===== src/rtl/pe_pkg.sv =====
package pe_pkg;
    localparam int ENTRY_W = 64;
    localparam int XD_BIT  = 63;
    localparam int PAB_W   = 6;
    localparam int MIN_PA  = 32;

    typedef enum logic [1:0] {
        MODE_SMALL_ONLY = 2'd0,
        MODE_WIDE_LEGACY = 2'd1,
        MODE_EXT        = 2'd2
    } pg_mode_e;

    typedef struct packed {
        logic vld;
        logic allow;
        logic xfault;
        logic rsvd;
    } rsp_t;
endpackage


===== src/rtl/pe_mode_decode.sv =====
module pe_mode_decode
    import pe_pkg::*;
(
    input  logic     pae_en,
    input  logic     pse_en,
    input  logic     nxe_en,
    output pg_mode_e mode,
    output logic     nx_active
);
    always_comb begin
        if (pae_en)      mode = MODE_EXT;
        else if (pse_en) mode = MODE_WIDE_LEGACY;
        else             mode = MODE_SMALL_ONLY;
        nx_active = pae_en & nxe_en;
    end
endmodule


===== src/rtl/pe_rsvd_mask.sv =====
module pe_rsvd_mask
    import pe_pkg::*;
#(
    parameter int MAX_PA = 40
) (
    input  logic               ext_mode,
    input  logic               nxe_en,
    input  logic [PAB_W-1:0]   pa_bits,
    output logic [ENTRY_W-1:0] mask
);
    logic [PAB_W-1:0] pa_eff;

    always_comb begin
        pa_eff = (int'(pa_bits) < MIN_PA) ? PAB_W'(MIN_PA) : pa_bits;
    end

    for (genvar b = 0; b < ENTRY_W; b++) begin : g_bit
        if (b == XD_BIT) begin : g_xd
            assign mask[b] = ext_mode & ~nxe_en;
        end else if (b < MAX_PA) begin : g_pa
            assign mask[b] = ext_mode & (int'(pa_eff) <= b);
        end else begin : g_free
            assign mask[b] = 1'b0;
        end
    end
endmodule


===== src/rtl/pe_xd_combine.sv =====
module pe_xd_combine (
    input  logic nx_active,
    input  logic large_pg,
    input  logic pde_xd,
    input  logic pte_xd,
    output logic data_only
);
    always_comb begin
        if (!nx_active)    data_only = 1'b0;
        else if (large_pg) data_only = pde_xd;
        else               data_only = pde_xd | pte_xd;
    end
endmodule


===== src/rtl/pe_prot_check.sv =====
module pe_prot_check
    import pe_pkg::*;
#(
    parameter int MAX_PA = 40
) (
    input  logic               clk,
    input  logic               rst,
    input  logic               req_valid,
    input  logic               pae_en,
    input  logic               pse_en,
    input  logic               nxe_en,
    input  logic [PAB_W-1:0]   pa_bits,
    input  logic [ENTRY_W-1:0] pde,
    input  logic [ENTRY_W-1:0] pte,
    input  logic               large_pg,
    input  logic               is_fetch,
    output logic               rsp_valid,
    output logic               rsp_allow,
    output logic               rsp_xfault,
    output logic               rsp_rsvd
);
    pg_mode_e           mode;
    logic               nx_active;
    logic               ext_mode;
    logic [ENTRY_W-1:0] mask;
    logic               data_only;
    logic               rsvd_hit;
    rsp_t               rsp_d, rsp_q;

    pe_mode_decode u_mode (
        .pae_en    (pae_en),
        .pse_en    (pse_en),
        .nxe_en    (nxe_en),
        .mode      (mode),
        .nx_active (nx_active)
    );

    assign ext_mode = (mode == MODE_EXT);

    pe_rsvd_mask #(.MAX_PA(MAX_PA)) u_mask (
        .ext_mode (ext_mode),
        .nxe_en   (nxe_en),
        .pa_bits  (pa_bits),
        .mask     (mask)
    );

    pe_xd_combine u_xd (
        .nx_active (nx_active),
        .large_pg  (large_pg),
        .pde_xd    (pde[XD_BIT]),
        .pte_xd    (pte[XD_BIT]),
        .data_only (data_only)
    );

    always_comb begin
        rsvd_hit = (|(pde & mask)) | (~large_pg & (|(pte & mask)));
        rsp_d    = rsp_q;
        rsp_d.vld = req_valid;
        if (req_valid) begin
            rsp_d.rsvd   = rsvd_hit;
            rsp_d.xfault = ~rsvd_hit & is_fetch & data_only;
            rsp_d.allow  = ~rsvd_hit & ~(is_fetch & data_only);
        end
    end

    always_ff @(posedge clk) begin
        if (rst) rsp_q <= '0;
        else     rsp_q <= rsp_d;
    end

    assign rsp_valid  = rsp_q.vld;
    assign rsp_allow  = rsp_q.allow;
    assign rsp_xfault = rsp_q.xfault;
    assign rsp_rsvd   = rsp_q.rsvd;

    p_rsp_follows_req_r10: assert property (@(posedge clk) disable iff (rst)
        req_valid |=> rsp_valid);
    p_rsp_idle_r10: assert property (@(posedge clk) disable iff (rst)
        !req_valid |=> !rsp_valid);
    p_rsvd_wins_r9: assert property (@(posedge clk) disable iff (rst)
        rsp_rsvd |-> (!rsp_xfault && !rsp_allow));
    p_data_no_xfault_r4: assert property (@(posedge clk) disable iff (rst)
        (req_valid && !is_fetch) |=> !rsp_xfault);
    p_legacy_allow_r8: assert property (@(posedge clk) disable iff (rst)
        (req_valid && !pae_en) |=> (rsp_allow && !rsp_xfault && !rsp_rsvd));
    p_nx_off_no_xfault_r7: assert property (@(posedge clk) disable iff (rst)
        (req_valid && !nxe_en) |=> !rsp_xfault);
endmodule


===== config.mk =====
export PLATFORM = sky130hd
export DESIGN_NAME = pe_prot_check
export DESIGN_NICKNAME = d
export VERILOG_FILES = /design/src/rtl/pe_pkg.sv /design/src/rtl/pe_mode_decode.sv /design/src/rtl/pe_rsvd_mask.sv /design/src/rtl/pe_xd_combine.sv /design/src/rtl/pe_prot_check.sv
export SDC_FILE = /design/constraint.sdc
export NUM_CORES = 1
export LEC_CHECK = 0
export ABC_CLOCK_PERIOD_IN_PS = 2300
export BUFFER_PORTS_ARGS = -buffer_cell sky130_fd_sc_hd__buf_2
export CAP_MARGIN = 40
export CELL_PAD_IN_SITES_DETAIL_PLACEMENT = 1
export CELL_PAD_IN_SITES_GLOBAL_PLACEMENT = 1
export CORE_ASPECT_RATIO = 1.5
export CORE_MARGIN = 2
export CORE_UTILIZATION = 10
export CTS_CLUSTER_DIAMETER = 80
export CTS_CLUSTER_SIZE = 20
export DETAILED_ROUTE_END_ITERATION = 7
export GPL_TIMING_DRIVEN = 0
export PLACE_DENSITY = 0.95
export SLEW_MARGIN = 10
export SYNTH_ARGS = -nofsm -noshare
export SYNTH_HDL_FRONTEND = slang
export SYNTH_SLANG_ARGS = --single-unit

===== constraint.sdc =====
create_clock -name clk -period 2.3 [get_ports clk]
set_input_delay 0.575 -clock clk [delete_from_list [all_inputs] [get_ports clk]]
set_output_delay 0.575 -clock clk [all_outputs]
set_load 0.05 [all_outputs]

==> impl_metrics.json, run 1 <==
{
  "ant_nets": 0,
  "design.die.area_um2": 4420,
  "critPathLaunchType": "input pin",
  "final_area_um2": 654,
  "grt_use_total_pct": 8.27,
  "die_y_um": 80.4,
  "required_ns": 2.38,
  "cts_tree": "done",
  "slew_viol_final": 0,
  "fmax_ghz": 0.482,
  "gp_congestion": 0.810,
  "hold_viol_final": 0,
  "hpwl_um": 1500,
  "syn2layout_area_growth_pct": 68.2,
  "dr.first_iter.drc_count": 3,
  "h-tree-depth": 1,
  "ios": 146,
  "worstSetupPathType": "in2reg",
  "drcViolationCount": 0,
  "clkTransAtPathRegs_ns": 0.03,
  "power_density_nw_per_um2": 482,
  "avgRoutedWirePerCell_um": 13.1,
  "hp-start": "rsp_xfault$_SDFFE_PP0P_",
  "ys_warn_count": 0,
  "period_share_pct": 90.2,
  "fin_tns_setup_ns": 0,
  "ctsResizeCount": 0,
  "initial_utilization_pct": 10.5,
  "num_vias": 552,
  "cts_buffers": 3,
  "dr.pass1.iters": 3,
  "fin_crit_ns": 2.07,
  "cts_hold_buf": 0,
  "leakage_nw": 0.292,
  "dp_cells": 128,
  "syn_area_per_cell_um2": 7.63,
  "first_global_vias": 607,
  "post-place-ws_ns": -0.0376,
  "rows": 27,
  "timing.slew.headroom_pct": 57.4,
  "io_buffer_count": 34,
  "grt_pass1_wl_um": 2690,
  "drv_cap": 0,
  "grt_overflow": 0,
  "clk_path_buf_depth": 2,
  "fin_ws_ns": 0.225,
  "cts_sinks": 4,
  "synth_cell_type_count": 27,
  "startpoint": "pa_bits[2]",
  "grt_max_degree": 7,
  "rsz0062_at_grt": "false",
  "synthCells": 51,
  "synth-seq-cells": 4,
  "cts_setup_buffers": 0,
  "power.total_w": 0.000316,
  "layout-drive-gt1-share_pct": 47.7,
  "hold_path_class": "reg2reg",
  "die_w_um": 54.9,
  "worst_pin_slew_ns": 0.630,
  "totalWireLength_um": 1710,
  "run_status": "finished clean",
  "diodes": 0,
  "synth_nets": 193,
  "vdd_ir_drop_max_v": 0.000172,
  "vias_per_cell": 4.21,
  "crit_path_end_kind": "flip-flop",
  "worstPathArrival_ns": 2.16,
  "setup_violations": 0,
  "syn_area_um2": 389,
  "r2r_start": "rsp_allow$_SDFFE_PP0P_",
  "yosysSeqAreaShare_pct": 20.6,
  "coreArea_um2": 3720,
  "antenna_found_initial": 0,
  "root_buffer": "clkbuf_8",
  "fin_nets": 232,
  "finalClockSkew_ns": 0,
  "placed_area_um2": 613,
  "path_max_fanout": 4,
  "clock_insertion_delay_worst_skew_ns": 0.22,
  "final_cells": 131
}
==> cell usage in the layout, fill, tap and decap left out <==
cell type / netlist / routed
nor4b_1: 1 / 1
a211oi_1: 1 / 1
a22oi_1: 1 / 1
buf_2: 0 / 34
o221a_2: 1 / 1
nor2b_1: 3 / 3
nor2_1: 2 / 2
o211ai_1: 5 / 5
a21oi_1: 1 / 1
clkbuf_8: 0 / 3
or3b_1: 1 / 1
a221o_1: 1 / 1
or3b_2: 1 / 1
o21ba_2: 1 / 1
a31oi_1: 1 / 1
or4_1: 1 / 1
o21a_1: 1 / 1
or3_1: 1 / 1
a41oi_1: 2 / 2
o31a_2: 1 / 1
o2111ai_1: 1 / 1
nand2b_1: 3 / 3
inv_1: 6 / 6
dfxtp_1: 4 / 4
o32ai_1: 2 / 2
o41ai_1: 1 / 1
o21ai_0: 3 / 3
nand2_1: 4 / 4
or2_2: 1 / 1
==> area by class of cell <==
type,count,area [um^2]
sequential,4,80.1
fill,482,3060
clock buffer,3,41.3
tap,43,53.8
inverter,6,22.5
timing repair buffer,34,170
multi-input combinational,41,287
==> layer usage <==
| metal | vias up | wire length, um | global-route usage [%] |
|---|---|---|---|
| met5 | - | 0 | 0 |
| met4 | 0 | 0 | 4.15 |
| met3 | 0 | 186 | 3.35 |
| met2 | 21 | 887 | 13.5 |
| met1 | 254 | 639 | 8.86 |
| li1 | 277 | - | - |
==> critical path: stages <==
cell and delay [ns]:
buf_2 0.12, nor4b_1 0.59, o221a_2 0.31, o21ai_0 0.08, a41oi_1 0.34, o32ai_1 0.14
==> path summary, 6_finish.rpt <==
check / slack [ns] / cells after the start / to
setup / recovery: 0.23 / 6 / rsp_xfault$_SDFFE_PP0P_
hold / removal: 0.47 / 2 / rsp_xfault$_SDFFE_PP0P_
setup reg to reg: 1.35 / 2 / rsp_allow$_SDFFE_PP0P_
hold reg to reg: 0.47 / 2 / rsp_xfault$_SDFFE_PP0P_
==> stage by stage <==
stage / utilization (%) / hold slack, ns
final: 17.6 / 0.468
after detailed placement: 16.5 / 0.466
after floorplan: - / 0.647
after global placement: 16.5 / 0.464
after CTS: 17.6 / 0.471
after global routing: 17.6 / 0.494
==> cell families (layout without fill, tap and decap cells) <==
kind of cell	count (synthesis)	after routing	share of synthesized area, %
AOI/OAI and AO/OA	23	23	46.3
and+or+nand+nor	18	18	27.3
buffers and inverters	6	43	5.79
DFF	4	4	20.6
==> flip-flops by register name, summed over array words and instances (netlist names) <==
register,cells
rsp_valid,1
rsp_allow,1
rsp_rsvd,1
rsp_xfault,1
==> report_power, final <==
part	switching [W]	internal [W]	total [W]
clock network	0.0000372	0.000112	0.000149
logic	0.0000516	0.0000398	0.0000914
registers	0.00000170	0.0000737	0.0000754
==> synth_stat cells (all sizes together) <==
cell type  number  share of area, %
or4             1               1.9
a41oi           2               4.5
o21ba           1               2.6
dfxtp           4                21
o21a            1               1.9
o31a            1               2.6
o41ai           1               2.3
o32ai           2               4.5
a21oi           1               1.3
nand2b          3               4.8
o221a           1               2.9
or2             1               1.6
nor4b           1               2.3
o211ai          5               9.6
nor2            2               1.9
a22oi           1               1.9
nor2b           3               4.8
or3             1               1.6
a221o           1               2.6
inv             6               5.8
a211oi          1               1.9
a31oi           1               1.6
o2111ai         1               2.3
nand2           4               3.9
o21ai           3               3.9
or3b            2               4.5
No activity file was read; power rests on OpenSTA's default activity.
==> run 2: changes to the inputs <==
Settings changed: CORE_UTILIZATION 10 to 23, PLACE_DENSITY 0.95 to 0.92, SYNTH_HIERARCHICAL set to 1.
==> impl_metrics.json, run 2 <==
{
  "run_status": "finished clean",
  "post-place-ws_ns": -0.362,
  "path_max_fanout": 4,
  "power_density_nw_per_um2": 243,
  "cp_num_buf_inv": 1,
  "syn_area_um2": 1410,
  "critPathTopFamily": "simple AND/OR/NAND/NOR gates",
  "diodes": 0,
  "final_common_cell": "buf_2",
  "clk_path_buf_depth": 2,
  "hpwl_um": 6800,
  "ant_nets": 0,
  "coreArea_um2": 6040,
  "r2r_cells": 3,
  "period_share_pct": 98.2,
  "dr.first_iter.drc_count": 55,
  "vdd_ir_drop_max_v": 0.0000996,
  "drcViolationCount": 0,
  "cts_buffers": 3,
  "slew_viol_final": 0,
  "avgRoutedWirePerCell_um": 16.0,
  "first_global_vias": 2310,
  "yosysTopAreaCell": "buf_4",
  "critical_path.most_common_cell": "nand4_1",
  "drv_cap": 0,
  "cpMaxStageDelayCell": "o31a_1",
  "num_vias": 2111,
  "synth_edf_count": 0,
  "design.die.area_um2": 6800,
  "cts_sinks": 4,
  "grt_use_total_pct": 21.2,
  "synth-seq-cells": 4,
  "synth_area_leaders": "buf_4, a22oi_1, a221oi_2",
  "yosysSeqAreaShare_pct": 5.67,
  "ys_warn_count": 6,
  "synth_cell_type_count": 35,
  "io_buffer_count": 145,
  "fin_tns_setup_ns": 0,
  "fin_ws_ns": 0.0409,
  "required_ns": 2.39,
  "ios": 146,
  "fin_crit_ns": 2.26,
  "synth_commonest_cells": "buf_4, a22oi_1, a22o_1, nand4_1, a221oi_2",
  "synth_most_common_cell": "buf_4",
  "worstSetupPathType": "in2reg",
  "hold_path_class": "reg2reg",
  "worstPathArrival_ns": 2.35,
  "clkTransAtPathRegs_ns": 0.03,
  "setup_violations": 0,
  "r2r_end": "rsp_rsvd$_SDFFE_PP0P_",
  "startpoint": "pae_en",
  "root_buffer": "clkbuf_8",
  "rsz0062_at_grt": "true",
  "fin_nets": 526,
  "die_y_um": 100,
  "totalWireLength_um": 7310,
  "leakage_nw": 1.44,
  "critPathLaunchType": "input pin",
  "grt_max_degree": 8,
  "cp-endpoint": "rsp_rsvd$_SDFFE_PP0P_",
  "initial_utilization_pct": 23.4,
  "grt_overflow": 0,
  "crit_path_end_kind": "flip-flop",
  "dr.pass1.iters": 4,
  "ys.flop_type": "dfxtp_1",
  "rows": 35,
  "synthCells": 178,
  "max_stage_delay_ns": 0.37,
  "gp_congestion": 0.830,
  "cp.depth": 9,
  "die_w_um": 68.0,
  "ff_latch_area_um2": 80.1,
  "finalClockSkew_ns": 0,
  "antenna_found_initial": 0,
  "r2r_start": "rsp_rsvd$_SDFFE_PP0P_",
  "r2r_slack_ns": 1.56,
  "clock_insertion_delay_worst_skew_ns": 0.21,
  "multi_input_area_um2": 1150,
  "syn_area_per_cell_um2": 7.94,
  "hold_viol_final": 0,
  "path_cells": "buf_6 > and2b_2 > nor2b_4 > o211a_1 > a22oi_1 > nand4_1 > nor4_2 > nand4_1 > o31a_1",
  "syn2layout_area_growth_pct": 80.2,
  "cts_tree": "done",
  "layout-drive-gt1-share_pct": 59.9,
  "ys_async_sr_fraction_pct": 0,
  "grt_pass1_wl_um": 10700,
  "h-tree-depth": 1,
  "vias_per_cell": 4.63,
  "fmax_ghz": 0.443,
  "mostFrequentLayoutCells": "buf_2, buf_4, conb_1",
  "fill_cells": 837,
  "synth_top_area_share_pct": 29.8
}
[run 2: repair_timing]
item | in CTS | in global routing
buffers inserted | 1 | 1
gates cloned | 0 | 0
endpoints found under the hold margin | 0 | 0
resized for setup | 6 | 6
hold buffers | 0 | 0
pin swaps | 6 | 6
setup endpoints to repair | 3 | 3
[run 2: logic make-up after synthesis]
logic type | after synthesis | synth area share (%)
compound gates | 77 | 47.2
buf+inv | 59 | 30.6
simple gates | 37 | 16.3
flops | 4 | 5.67
other cells | 1 | 0.265
[run 2: stage by stage]
stage / cell area, um^2 / utilization (%) / power, W / std cells / hold slack (ns)
final: 2540 / 42.1 / 0.000620 / 456 / 0.524
after global routing: 2540 / 42.1 / 0.000665 / 456 / 0.533
after CTS: 2510 / 41.5 / 0.000586 / 455 / 0.510
after detailed placement: 2430 / 40.3 / 0.000432 / 451 / 0.506
after global placement: 2430 / 40.3 / 0.000425 / 451 / 0.496
after floorplan: 1620 / - / 0.000279 / 232 / 0.647
[run 2: worst min-delay path by stage]
stage / start / endpoint / slack, ns / depth (start not counted)
2_1_floorplan: rst / rsp_valid$_SDFF_PP0_ / 0.65 / 1
3_3_place_gp: rsp_xfault$_SDFFE_PP0P_ / rsp_xfault$_SDFFE_PP0P_ / 0.50 / 2
3_5_place_dp: rsp_xfault$_SDFFE_PP0P_ / rsp_xfault$_SDFFE_PP0P_ / 0.51 / 2
4_1_cts: rsp_xfault$_SDFFE_PP0P_ / rsp_xfault$_SDFFE_PP0P_ / 0.51 / 2
5_1_grt: rsp_xfault$_SDFFE_PP0P_ / rsp_xfault$_SDFFE_PP0P_ / 0.53 / 2
6_report: rsp_xfault$_SDFFE_PP0P_ / rsp_xfault$_SDFFE_PP0P_ / 0.52 / 2
[run 2: worst register-to-register path, delay by kind of cell (launching register included)]
kind               cells  cell delay (ns)
DFF                    1             0.32
AOI/OAI and AO/OA      1             0.18
and+or+nand+nor        2             0.17
[run 2: routing by layer]
metal | up-vias | share of wire [%] | track usage [%]
met5 | - | 0 | 0
met4 | 0 | 4.0 | 8.31
met3 | 22 | 4.7 | 1.46
met2 | 104 | 59 | 43.4
met1 | 950 | 33 | 20.5
li1 | 1035 | - | -
[run 2: where the power goes]
| group | switching [W] | internal, W | total (W) |
|---|---|---|---|
| Sequential | 0.000000819 | 0.0000721 | 0.0000729 |
| Combinational | 0.000176 | 0.000225 | 0.000401 |
| Clock | 0.0000347 | 0.000111 | 0.000146 |
[run 2: layout make-up]
class	count	area share, %
clock buffers	3	1.62
repair buffers	147	29.4
plain buffers	56	16.5
inverters	3	0.442
well taps	74	3.64
flip-flops and latches	4	3.15
multi-input cells	169	45.3
